<file path="src/rtl/paired_regfile.sv">
module paired_regfile #(
  parameter logic [15:0] SP_INIT = 16'hFFFE,
  parameter logic [15:0] PC_INIT = 16'h0000
) (
  input  logic        clk,
  input  logic        rst_n,
  input  logic        wr_en,
  input  logic        wr_wide,
  input  logic [2:0]  wr_sel,
  input  logic [15:0] wr_data,
  input  logic        flag_we,
  input  logic [3:0]  flag_d,
  input  logic        ra_wide,
  input  logic [2:0]  ra_sel,
  output logic [15:0] ra_data,
  input  logic        rb_wide,
  input  logic [2:0]  rb_sel,
  output logic [15:0] rb_data,
  output logic [3:0]  flags_q
);
  logic [7:0]  a_q, b_q, c_q, d_q, e_q, h_q, l_q;
  logic [3:0]  f_hi;
  logic [15:0] sp_q, pc_q;

  logic [7:0] wb;
  logic [7:0] ww;
  always_comb begin
    wb = '0;
    ww = '0;
    if (wr_en && !wr_wide) wb[wr_sel] = 1'b1;
    if (wr_en &&  wr_wide) ww[wr_sel] = 1'b1;
  end

  always_ff @(posedge clk) begin
    if (!rst_n) begin
      a_q <= '0; b_q <= '0; c_q <= '0; d_q <= '0;
      e_q <= '0; h_q <= '0; l_q <= '0; f_hi <= '0;
      sp_q <= SP_INIT;
      pc_q <= PC_INIT;
    end else begin
      if (wb[0]) b_q <= wr_data[7:0];  else if (ww[0]) b_q <= wr_data[15:8];
      if (wb[1]) c_q <= wr_data[7:0];  else if (ww[0]) c_q <= wr_data[7:0];
      if (wb[2]) d_q <= wr_data[7:0];  else if (ww[1]) d_q <= wr_data[15:8];
      if (wb[3]) e_q <= wr_data[7:0];  else if (ww[1]) e_q <= wr_data[7:0];
      if (wb[4]) h_q <= wr_data[7:0];  else if (ww[2]) h_q <= wr_data[15:8];
      if (wb[5]) l_q <= wr_data[7:0];  else if (ww[2]) l_q <= wr_data[7:0];
      if (wb[7]) a_q <= wr_data[7:0];  else if (ww[3]) a_q <= wr_data[15:8];
      if (flag_we)            f_hi <= flag_d;
      else if (wb[6] || ww[3]) f_hi <= wr_data[7:4];
      if (ww[4]) sp_q <= wr_data;
      if (ww[5]) pc_q <= wr_data;
    end
  end

  logic [7:0]  f_byte;
  logic [7:0]  bv [8];
  logic [15:0] wv [8];
  assign f_byte = {f_hi, 4'h0};
  assign bv[0] = b_q; assign bv[1] = c_q; assign bv[2] = d_q; assign bv[3] = e_q;
  assign bv[4] = h_q; assign bv[5] = l_q; assign bv[6] = f_byte; assign bv[7] = a_q;
  assign wv[0] = {b_q, c_q};
  assign wv[1] = {d_q, e_q};
  assign wv[2] = {h_q, l_q};
  assign wv[3] = {a_q, f_byte};
  assign wv[4] = sp_q;
  assign wv[5] = pc_q;
  assign wv[6] = '0;
  assign wv[7] = '0;

  assign ra_data = ra_wide ? wv[ra_sel] : {8'h00, bv[ra_sel]};
  assign rb_data = rb_wide ? wv[rb_sel] : {8'h00, bv[rb_sel]};
  assign flags_q = f_hi;
endmodule

</file>
<file path="config.mk">
export PLATFORM = sky130hd
export DESIGN_NAME = paired_regfile
export DESIGN_NICKNAME = d
export VERILOG_FILES = /design/src/rtl/paired_regfile.sv
export SDC_FILE = /design/constraint.sdc
export NUM_CORES = 1
export LEC_CHECK = 0
export BUFFER_PORTS_ARGS = -buffer_cell sky130_fd_sc_hd__buf_2
export CAP_MARGIN = 20
export CORE_MARGIN = 2
export CORE_UTILIZATION = 57
export DETAILED_ROUTE_END_ITERATION = 16
export PLACE_DENSITY = 0.83
export SYNTH_ARGS = -nofsm -noshare
export SYNTH_HDL_FRONTEND = slang
export SYNTH_SLANG_ARGS = --single-unit
</file>
<file path="constraint.sdc">
create_clock -name clk -period 2.7 [get_ports clk]
set_clock_uncertainty 0.05 [all_clocks]
set_input_delay 0.54 -clock clk [delete_from_list [all_inputs] [get_ports clk]]
set_output_delay 0.54 -clock clk [all_outputs]
set_load 0.01 [all_outputs]
</file>
==> results of run 1 <==
==> cell families after synthesis <==
| kind of cell | count (synthesis) |
|---|---|
| AO/OA/AOI/OAI | 181 |
| XOR/XNOR | 2 |
| buffers and inverters | 69 |
| flip-flops | 92 |
| multiplexers | 140 |
| AND/OR/NAND/NOR | 211 |
==> routing by layer <==
metal	global-route usage	wire, um	up-vias
met3	0.0811	2390	52
met2	0.538	9480	421
met1	0.457	7990	2936
met4	0.161	541	0
met5	0	0	-
li1	-	-	2675
==> worst min-delay path, stage by stage <==
cell and delay [ns]:
sky130_fd_sc_hd__buf_2 0.15, sky130_fd_sc_hd__nand2_1 0.06, sky130_fd_sc_hd__a21boi_0 0.06
==> sequential cells by signal, indices dropped and copies added (netlist names) <==
name     flops
a_q          8
b_q          8
c_q          8
d_q          8
e_q          8
flags_q      4
h_q          8
l_q          8
pc_q        16
sp_q        16
==> cells in the final DEF, fill, tap and decap left out, types with 16 or more instances in the layout <==
cell and count:
sky130_fd_sc_hd__dfxtp_1 92, sky130_fd_sc_hd__mux2i_1 84, sky130_fd_sc_hd__nand2_1 78, sky130_fd_sc_hd__o21ai_0 72, sky130_fd_sc_hd__buf_2 71, sky130_fd_sc_hd__mux4_2 48, sky130_fd_sc_hd__nor2_1 36, sky130_fd_sc_hd__a21oi_1 31
sky130_fd_sc_hd__nand3_1 25, sky130_fd_sc_hd__buf_4 25, sky130_fd_sc_hd__nor2b_1 21, sky130_fd_sc_hd__o211a_1 20, sky130_fd_sc_hd__a21boi_0 17, sky130_fd_sc_hd__o22ai_1 16
==> area by class of cell <==
cell class              instances  area (um2)  share of cell area
multi-input cells             534        4220               0.596
flip-flops and latches         92        1840               0.260
repair buffers                101         643              0.0908
well taps                     140         175              0.0247
clock buffers                  11         141              0.0200
clock inverters                 4        50.0             0.00707
inverters                       2        7.51             0.00106
==> synth_stat cells, drive strengths merged <==
cell type  instances  area share
and2               8      0.0078
o21ai             75       0.059
o211a             20       0.031
or2                3      0.0029
a21boi            18       0.022
nor2b             21       0.020
xor2               1      0.0014
xnor2              1      0.0014
mux4              48        0.17
nor2              37       0.022
mux2               8       0.014
or3b               2      0.0027
nor4bb             1      0.0016
o22ai             16       0.016
nand3b             3      0.0035
clkbuf            31       0.018
nor3              10       0.010
and4bb             1      0.0020
a211oi             8      0.0094
a21oi             34       0.029
nor4               8      0.0078
clkinv             2      0.0012
nand3             26       0.021
nor3b              1      0.0020
nand2b            10      0.0098
buf               36       0.035
dfxtp             92        0.29
nand2             79       0.047
a221oi             8       0.011
o2bb2ai            2      0.0027
mux2i             84        0.13
and3               1     0.00098
==> power groups by stage <==
| stage | Sequential, W | Clock (W) | Combinational, W |
|---|---|---|---|
| after floorplan | 0.00146 | 0 | 0.000440 |
| after global placement | 0.00147 | 0 | 0.000616 |
| after detailed placement | 0.00148 | 0 | 0.000632 |
| after CTS | 0.00145 | 0.000950 | 0.000634 |
| after global routing | 0.00145 | 0.000989 | 0.000690 |
| final | 0.00145 | 0.000955 | 0.000647 |
==> path summary, 6_finish.rpt <==
| path | from | to | slack (ns) | cells past startpoint |
|---|---|---|---|---|
| setup / recovery | rb_sel[0] | rb_data[6] | 0.14 | 8 |
| hold / removal | wr_data[10] | pc_q[10] | 0.43 | 3 |
| setup reg to reg | h_q[2] | h_q[2] | 1.84 | 2 |
| hold reg to reg | sp_q[6] | sp_q[6] | 0.45 | 2 |
==> through the flow <==
stage / hold slack, ns / util / instances / power (W)
floorplan: 0.405 / - / 695 / 0.00190
global placement: 0.419 / 0.633 / 869 / 0.00209
detailed placement: 0.433 / 0.633 / 869 / 0.00211
CTS: 0.432 / 0.650 / 884 / 0.00303
global route: 0.454 / 0.650 / 884 / 0.00313
finish: 0.434 / 0.650 / 884 / 0.00305
==> results.yml, run 1 <==
global_route:
  gr-total-overflow: 0
  grt_start_max_net_pins: 101
  grt.total_usage: 0.346
  antenna_found_initial: 0
  first_global_vias: 5864
  grt_first_pass_wirelength_um: 31400
min_path:
  min_path_type: "in2reg"
power_and_ir_drop:
  clock_power_share: 0.313
  p_leak_nw: 3.14
  comb_power_share: 0.212
  p_switching_w: 0.000930
  power_density_nw_per_um2: 431
  pwr-share-seq: 0.475
  internal_dissipation_w: 0.00212
  switching_share: 0.305
  power.ir.vdd_worst_mv: 0.286
clock_network:
  cts_tree: "done"
  clock_sink_count: 92
  clk_path_buf_depth: 2
  cts_made_buffers: 9
  clkTransAtPathRegs_ns: 0.09
  cts.htree.levels: 3
  clkLatencyLatePin_ns: 0.38
  ctsRootBufferMaster: "sky130_fd_sc_hd__clkbuf_8"
  cts_hold_buffers: 0
  cts_repair_resize_count: 0
  post-cts-setup-buffer-count: 0
placement:
  gp_congestion: 0.996
  io_buffer_count: 71
  hpwlAfterDp_um: 14600
  dp_worst_setup_slack_ns: 0.178
  dpl-instance-area_um2: 6890
timing:
  slew-limit-headroom: 0.552
  fin_ws_ns: 0.139
  setup_tns_ns: 0
  max_clock_freq_ghz: 0.391
  grt_setup_unrepaired: "false"
  final_min_period_over_clock_period: 0.948
  tightest_slew_ns: 0.670
  period_minus_slack_ns: 2.56
  setup_viol: 0
  hold_viol: 0
  timing.final.max_slew_violations: 0
finish:
  total_nets_final: 776
  postLayoutCellArea_um2: 7080
  diodes: 0
  fillerInstances: 869
  drive_gt1_frac: 0.250
  synthToLayoutAreaGrowth_pct: 10.4
worst_setup_path:
  critPathCaptureType: "primary output"
  cp_top_family: "buffers and inverters"
  worstPathCellList: "buf_2 -> buf_12 -> buf_4 -> mux2i_1 -> o21ai_0 -> a21oi_1 -> nor2_1 -> buf_2"
  max_stage_delay_ns: 0.28
  cp_data_arrival_time_ns: 1.97
  critPathRequiredTime_ns: 2.11
  critPathSlowestCell: "sky130_fd_sc_hd__buf_4"
  critPathMostFrequentCell: "sky130_fd_sc_hd__buf_2"
  critical_path_buf_inv_count: 4
  worst_path_max_fanout: 18
  worstSetupStartpointType: "input pin"
  worst-setup-path-type: "in2out"
yosys:
  netlist_instances: 695
  post_synthesis_sequential_area_ratio: 0.287
  synth.distinct_cells: 45
  fraction_of_the_mapped_netlist_area_in_compound_gates: 0.180
  synthesis.nets: 731
  synthMuxAreaShare: 0.314
  syn_avg_cell_area_um2: 9.22
  ys_ff_latch: 92
  synth_fa_ha_area_frac: 0
  largest_family_of_logic_cells_by_synthesized_area: "multiplexers"
  ys.warnings.count: 0
  synth_simple_gate_area_share: 0.162
  synthesis.area_um2: 6410
  synth_xor_area_frac: 0.00273
floorplan:
  die_w_um: 110
  rows: 38
  initial_utilization: 0.589
  placeableCoreArea_um2: 10900
  dieHeight_um: 110
  ioPinCount: 72
  die_area_um2: 12100
drt:
  antenna_violating_nets_post_route: 0
  routed_wirelength_um: 20400
  vias_per_cell: 6.88
  routedWlPerCell_um: 23.1
  firstDrtPassIters: 5
  initialDrtViolationCount: 857
  drcViolationCount: 0
  route.vias.total: 6084
outcome:
  status: "finished clean"
flow_run:
  cap_viol_max_count: 0
Note: power is estimated with default switching activity, not from simulation.
==> inputs of run 2 (changes only) <==
- ABC_AREA: unset -> 1
- CAP_MARGIN: 20 -> unset
- clock period: 2.7 -> 3.3 ns (I/O delays scaled with it)
==> run 2 against run 1 <==
- sequential power shrank 18%
- utilization shrank 0.22 points
- register-to-register slack gained 0.64 ns
- die area grew 1.2%
- worst setup slack gained 0.12 ns
- cell area grew 0.53%
- synthesized cell count grew 66%
- cell count grew 51%
- clock-buffer cell count shrank 2
- synthesized area grew 1.3%
- first-iteration DRC count grew 34%
- sequential share of layout area shrank 0.14 points
- critical path type unchanged
- critical endpoint is now ra_data[3]
- largest cell class unchanged
==> results.yml, run 2 <==
drt:
  antenna_violating_nets_post_route: 0
  drcViolationCount: 0
  initialDrtViolationCount: 1148
  firstDrtPassIters: 6
  routedWlPerCell_um: 17.7
  route.vias.total: 8001
  vias_per_cell: 6.00
  routed_wirelength_um: 23700
clock_network:
  cts.htree.levels: 3
  ctsRootBufferMaster: "sky130_fd_sc_hd__clkbuf_16"
  cts_tree: "done"
  cts_hold_buffers: 0
  cts_repair_resize_count: 0
  post-cts-setup-buffer-count: 0
  clk_path_buf_depth: 2
  clock_sink_count: 92
  clkLatencyLatePin_ns: 0.36
  cts_made_buffers: 9
  clkTransAtPathRegs_ns: 0.07
finish:
  postLayoutCellArea_um2: 7120
  diodes: 0
  mostFrequentLayoutCells: "384 x sky130_fd_sc_hd__nand2_1, 148 x sky130_fd_sc_hd__nor2_1, 141 x sky130_fd_sc_hd__o21ai_0"
  most_common_library_cell_in_the_layout_ignoring_fill_and_taps: "sky130_fd_sc_hd__nand2_1"
  total_nets_final: 1224
  synthToLayoutAreaGrowth_pct: 9.64
  post-route-util: 0.648
  drive_gt1_frac: 0.109
  largest_registers_ranked_by_flip_flop_count: "pc_q (16), sp_q (16)"
yosys:
  yosysTopAreaCell: "sky130_fd_sc_hd__dfxtp_1"
  synth.top_cells.by_count: "384 x sky130_fd_sc_hd__nand2_1, 148 x sky130_fd_sc_hd__nor2_1, 141 x sky130_fd_sc_hd__o21ai_0"
  async_flop_share: 0
  synth-edff-count: 0
  synthesis.nets: 1190
  synth_top_area_share: 0.284
  post_synthesis_sequential_area_ratio: 0.284
  ys_ff_latch: 92
  synth.distinct_cells: 21
  postSynth.topFlopCell: "sky130_fd_sc_hd__dfxtp_1"
  ys.warnings.count: 0
  cells_taking_the_most_area_after_synthesis: "sky130_fd_sc_hd__dfxtp_1 28%, sky130_fd_sc_hd__nand2_1 22%, sky130_fd_sc_hd__o21ai_0 11%"
  syn_avg_cell_area_um2: 5.62
  post-synth-top-count-cell: "sky130_fd_sc_hd__nand2_1"
  netlist_instances: 1154
  synthesis.area_um2: 6490
power_and_ir_drop:
  p_leak_nw: 3.46
  switching_share: 0.331
  clock_power_share: 0.368
  pwr-share-seq: 0.433
  internal_dissipation_w: 0.00183
  p_switching_w: 0.000907
  power.ir.vdd_worst_mv: 0.324
  power_density_nw_per_um2: 385
  comb_power_share: 0.199
  total_power_w: 0.00274
timing:
  setup_viol: 0
  max_clock_freq_ghz: 0.328
  grt_setup_unrepaired: "false"
  slew-limit-headroom: 0.296
  fin_ws_ns: 0.256
  setup_tns_ns: 0
  period_minus_slack_ns: 3.04
  timing.final.max_slew_violations: 0
  tightest_slew_ns: 1.05
  hold_viol: 0
  final_min_period_over_clock_period: 0.923
worst_setup_path:
  crit-reg2reg-capture: "d_q[0]"
  regToRegSetupSlack_ns: 2.48
  critPathRequiredTime_ns: 2.59
  cp_top_family: "buffers and inverters"
  worst_path_max_fanout: 26
  timing.rr.start: "d_q[0]"
  critPathMostFrequentCell: "sky130_fd_sc_hd__nand2_1"
  worstPathCellList: "buf_2 -> inv_2 -> buf_4 -> nor2_2 -> nand2_1 -> nand2_1 -> nand2_1 -> nand2_1 -> nand2_1 -> nand2_1 -> buf_2"
  cp_data_arrival_time_ns: 2.33
  timing.reg2reg.worst_path_depth: 2
  critical_path_buf_inv_count: 4
  worst-setup-path-type: "in2out"
  max_stage_delay_ns: 0.34
  critPathCaptureType: "primary output"
  worstSetupStartpointType: "input pin"
  critPathSlowestCell: "sky130_fd_sc_hd__buf_2"
global_route:
  grt.total_usage: 0.379
  grt_start_max_net_pins: 44
  grt_first_pass_wirelength_um: 37300
  antenna_found_initial: 0
  first_global_vias: 6937
  gr-total-overflow: 0
placement:
  dp_worst_setup_slack_ns: 0.337
  hpwlAfterDp_um: 16900
  dpl-instance-area_um2: 6830
  gp_congestion: 1.02
  io_buffer_count: 71
floorplan:
  dieHeight_um: 111
  ioPinCount: 72
  initial_utilization: 0.591
  die_w_um: 111
  die_area_um2: 12300
  rows: 38
  placeableCoreArea_um2: 11000
min_path:
  startpoint_of_the_tightest_hold_check_path: "pc_q[10]"
  destination_of_the_worst_hold_path: "pc_q[10]"
  min_path_type: "reg2reg"
  whs_path_depth: 2
flow_run:
  cap_viol_max_count: 0
outcome:
  status: "finished clean"
run 2: changes by cell type after synthesis, moves of 69 or more:
cell and change:
sky130_fd_sc_hd__nor2_1 +112, sky130_fd_sc_hd__inv_1 +74, sky130_fd_sc_hd__o21ai_0 +69, sky130_fd_sc_hd__mux2i_1 -84
sky130_fd_sc_hd__nand3_1 +94, sky130_fd_sc_hd__nand2_1 +306
run 2: logic make-up (layout without fill, tap and decap cells):
family	Yosys count	in the layout	share of synthesized area
simple gates	676	676	0.428
compound gates	238	238	0.189
buf+inv	148	187	0.0991
flops	92	92	0.284
run 2: per-layer routing:
| layer | routed length, um | global-route usage |
|---|---|---|
| met1 | 9160 | 0.510 |
| met2 | 10200 | 0.571 |
| met3 | 2840 | 0.0590 |
| met4 | 1470 | 0.231 |
| met5 | 0 | 0 |
run 2: metrics by stage:
| step | hold WS (ns) | std cells |
|---|---|---|
| finish | 0.429 | 1333 |
| CTS | 0.426 | 1333 |
| detailed placement | 0.408 | 1317 |
| global placement | 0.401 | 1317 |
| global route | 0.460 | 1333 |
| floorplan | 0.390 | 1154 |
run 2: worst register-to-register path: stages, from the launching register on:
cell and delay (ns):
sky130_fd_sc_hd__dfxtp_1 0.48, sky130_fd_sc_hd__o21ai_0 0.13, sky130_fd_sc_hd__nor2_1 0.10
run 2: worst max path at each step:
stage,from,end,depth (start not counted)
after CTS,ra_sel[1],ra_data[3],11
after floorplan,rb_sel[0],rb_data[10],7
final,ra_sel[1],ra_data[3],11
after global placement,ra_sel[1],ra_data[3],11
after detailed placement,ra_sel[1],ra_data[3],11
after global routing,ra_sel[1],ra_data[3],11
run 2: final cells by class:
class	instances	area [um2]
Fill cell	1116	3870
Tap cell	140	175
Inverter	79	297
Clock inverter	7	58.8
Timing Repair Buffer	92	513
Multi-Input combinational cell	914	4010
Sequential cell	92	1840
Clock buffer	9	225
run 2: power groups by stage:
| stage | Combinational [W] | Clock, W | Sequential, W |
|---|---|---|---|
| floorplan | 0.000348 | 0 | 0.00120 |
| detailed placement | 0.000525 | 0 | 0.00121 |
| finish | 0.000545 | 0.00101 | 0.00119 |
| global route | 0.000594 | 0.00105 | 0.00119 |
| global placement | 0.000519 | 0 | 0.00121 |
| CTS | 0.000527 | 0.00101 | 0.00118 |
==> inputs of run 3 (changes only) <==
- BUFFER_PORTS_ARGS: -buffer_cell sky130_fd_sc_hd__buf_2 -> unset
- DONT_BUFFER_PORTS: unset -> 1
- PLACE_DENSITY: 0.83 -> 0.77
==> run 3 against run 2 <==
- worst setup slack better by 0.42 ns
- maximum frequency increased by 16%
- clock-buffer cell count is 2 higher
- clock power is 5% higher
- cell count down 6.2%
- routed wire length shrank 3.0%
- total power fell by 3.5%
- first-iteration DRC count down 18%
- non-clock buffer count decreased by 83
==> results.yml, run 3 (synthesis results as in run 2) <==
timing:
  setup_tns_ns: 0
  max_clock_freq_ghz: 0.381
  slew-limit-headroom: 0.345
  setup_viol: 0
  hold_ws_ns: 0.334
  hold_viol: 0
  final_min_period_over_clock_period: 0.796
  period_minus_slack_ns: 2.63
  timing.final.max_slew_violations: 0
  tightest_slew_ns: 0.981
  grt_setup_unrepaired: "false"
clock_network:
  clock_sink_count: 92
  cts.htree.levels: 3
  cts_made_buffers: 9
  cts_hold_buffers: 0
  cts_repair_resize_count: 0
  clk_path_buf_depth: 2
  clkLatencyLatePin_ns: 0.35
  clkTransAtPathRegs_ns: 0.07
  ctsRootBufferMaster: "sky130_fd_sc_hd__clkbuf_16"
  cts_tree: "done"
  post-cts-setup-buffer-count: 0
worst_setup_path:
  cp-startpoint: "rb_sel[1]"
  worstSetupStartpointType: "input pin"
  critPathCaptureType: "primary output"
  worst-setup-path-type: "in2out"
  cp_data_arrival_time_ns: 1.92
  worst_path_max_fanout: 20
  regToRegSetupSlack_ns: 2.42
  endpoint: "rb_data[9]"
  crit-reg2reg-capture: "flags_q[1]"
  critPathRequiredTime_ns: 2.59
  timing.reg2reg.worst_path_depth: 4
  timing.rr.start: "flags_q[1]"
floorplan:
  initial_utilization: 0.591
  die_w_um: 111
  placeableCoreArea_um2: 11000
  ioPinCount: 72
  dieHeight_um: 111
  rows: 38
  die_area_um2: 12300
drt:
  routedWlPerCell_um: 18.3
  wl_met3_um: 2280
  firstDrtPassIters: 6
  initialDrtViolationCount: 946
  routed_wirelength_um: 22900
  highest_layer: "met4"
  route.vias.total: 7563
  drcViolationCount: 0
  routed_length_on_met1_um: 9000
  vias_per_cell: 6.05
  antenna_violating_nets_post_route: 0
  met2_wirelength_um: 10100
finish:
  diodes: 0
  seqCellArea_um2: 1840
  most_common_library_cell_in_the_layout_ignoring_fill_and_taps: "sky130_fd_sc_hd__nand2_1"
  fillerInstances: 1125
  drive_gt1_frac: 0.0405
  mostFrequentLayoutCells: "384 x sky130_fd_sc_hd__nand2_1, 148 x sky130_fd_sc_hd__nor2_1, 141 x sky130_fd_sc_hd__o21ai_0"
  multiInputGateArea_um2: 4010
  largest_registers_ranked_by_flip_flop_count: "pc_q (16), sp_q (16)"
  synthToLayoutAreaGrowth_pct: 2.95
  total_nets_final: 1141
power_and_ir_drop:
  power_density_nw_per_um2: 395
  clock_power_share: 0.402
  pwr-share-seq: 0.449
  power.ir.vdd_worst_mv: 0.295
  p_leak_nw: 3.09
  p_switching_w: 0.000781
  comb_power_share: 0.149
  internal_dissipation_w: 0.00186
  switching_share: 0.296
placement:
  hpwlAfterDp_um: 16400
  io_buffer_count: 0
  gp_congestion: 0.981
min_path:
  min_path_type: "in2reg"
  whs_path_depth: 1
global_route:
  grt_first_pass_wirelength_um: 36900
  antenna_found_initial: 0
  first_global_vias: 6868
  gr-total-overflow: 0
  grt_start_max_net_pins: 90
  grt.total_usage: 0.376
outcome:
  status: "finished clean"
flow_run:
  cap_viol_max_count: 0
==> run 3: changes by cell type in the layout (fill, tap and decap cells not counted) <==
cell | previous run | this run
sky130_fd_sc_hd__clkinv_4 | 1 | 2
sky130_fd_sc_hd__inv_8 | 1 | 0
sky130_fd_sc_hd__buf_4 | 21 | 9
sky130_fd_sc_hd__clkbuf_1 | 0 | 2
sky130_fd_sc_hd__bufinv_16 | 0 | 1
sky130_fd_sc_hd__buf_2 | 71 | 0
sky130_fd_sc_hd__inv_6 | 1 | 0
sky130_fd_sc_hd__clkinvlp_4 | 4 | 2
==> run 3: routing by layer <==
metal / track usage / vias to the layer above
met5: 0 / -
met4: 0.227 / 0
met3: 0.0711 / 111
met2: 0.590 / 476
met1: 0.479 / 3353
li1: - / 3623
==> run 3: power groups by stage <==
stage	registers, W	clock network, W	logic, W
finish	0.00119	0.00106	0.000394
global route	0.00119	0.00110	0.000440
CTS	0.00118	0.00105	0.000385
detailed placement	0.00121	0	0.000383
global placement	0.00121	0	0.000379
floorplan	0.00120	0	0.000348
==> run 3: critical path: stages <==
cell and delay [ns]:
sky130_fd_sc_hd__inv_1 0.25, sky130_fd_sc_hd__nand2_1 0.42, sky130_fd_sc_hd__a21oi_1 0.22, sky130_fd_sc_hd__o21ai_0 0.10
sky130_fd_sc_hd__a21oi_1 0.27
==> run 3: how the worst min path moves through the flow <==
stage | start | to
2_1_floorplan | sp_q[10] | sp_q[10]
3_3_place_gp | sp_q[14] | sp_q[14]
3_5_place_dp | sp_q[14] | sp_q[14]
4_1_cts | rst_n | sp_q[14]
5_1_grt | rst_n | sp_q[10]
6_report | rst_n | sp_q[14]
==> run 3: per-stage QoR <==
| step | instance area (um2) | cells | setup slack (ns) | util | total power (W) |
|---|---|---|---|---|---|
| 3_5_place_dp | 6390 | 1234 | 0.719 | 0.582 | 0.00159 |
| 6_report | 6680 | 1250 | 0.672 | 0.608 | 0.00264 |
| 2_1_floorplan | 6490 | 1154 | 1.01 | - | 0.00154 |
| 5_1_grt | 6680 | 1250 | 0.517 | 0.608 | 0.00273 |
| 4_1_cts | 6680 | 1250 | 0.717 | 0.608 | 0.00262 |
| 3_3_place_gp | 6390 | 1234 | 0.753 | 0.582 | 0.00159 |
==> run 3: final cells by class <==
type | instances | area share
clock buffers | 11 | 0.0348
clock inverters | 5 | 0.00936
repair buffers | 9 | 0.0101
multi-input cells | 914 | 0.600
well taps | 140 | 0.0262
flip-flops and latches | 92 | 0.276
inverters | 79 | 0.0444
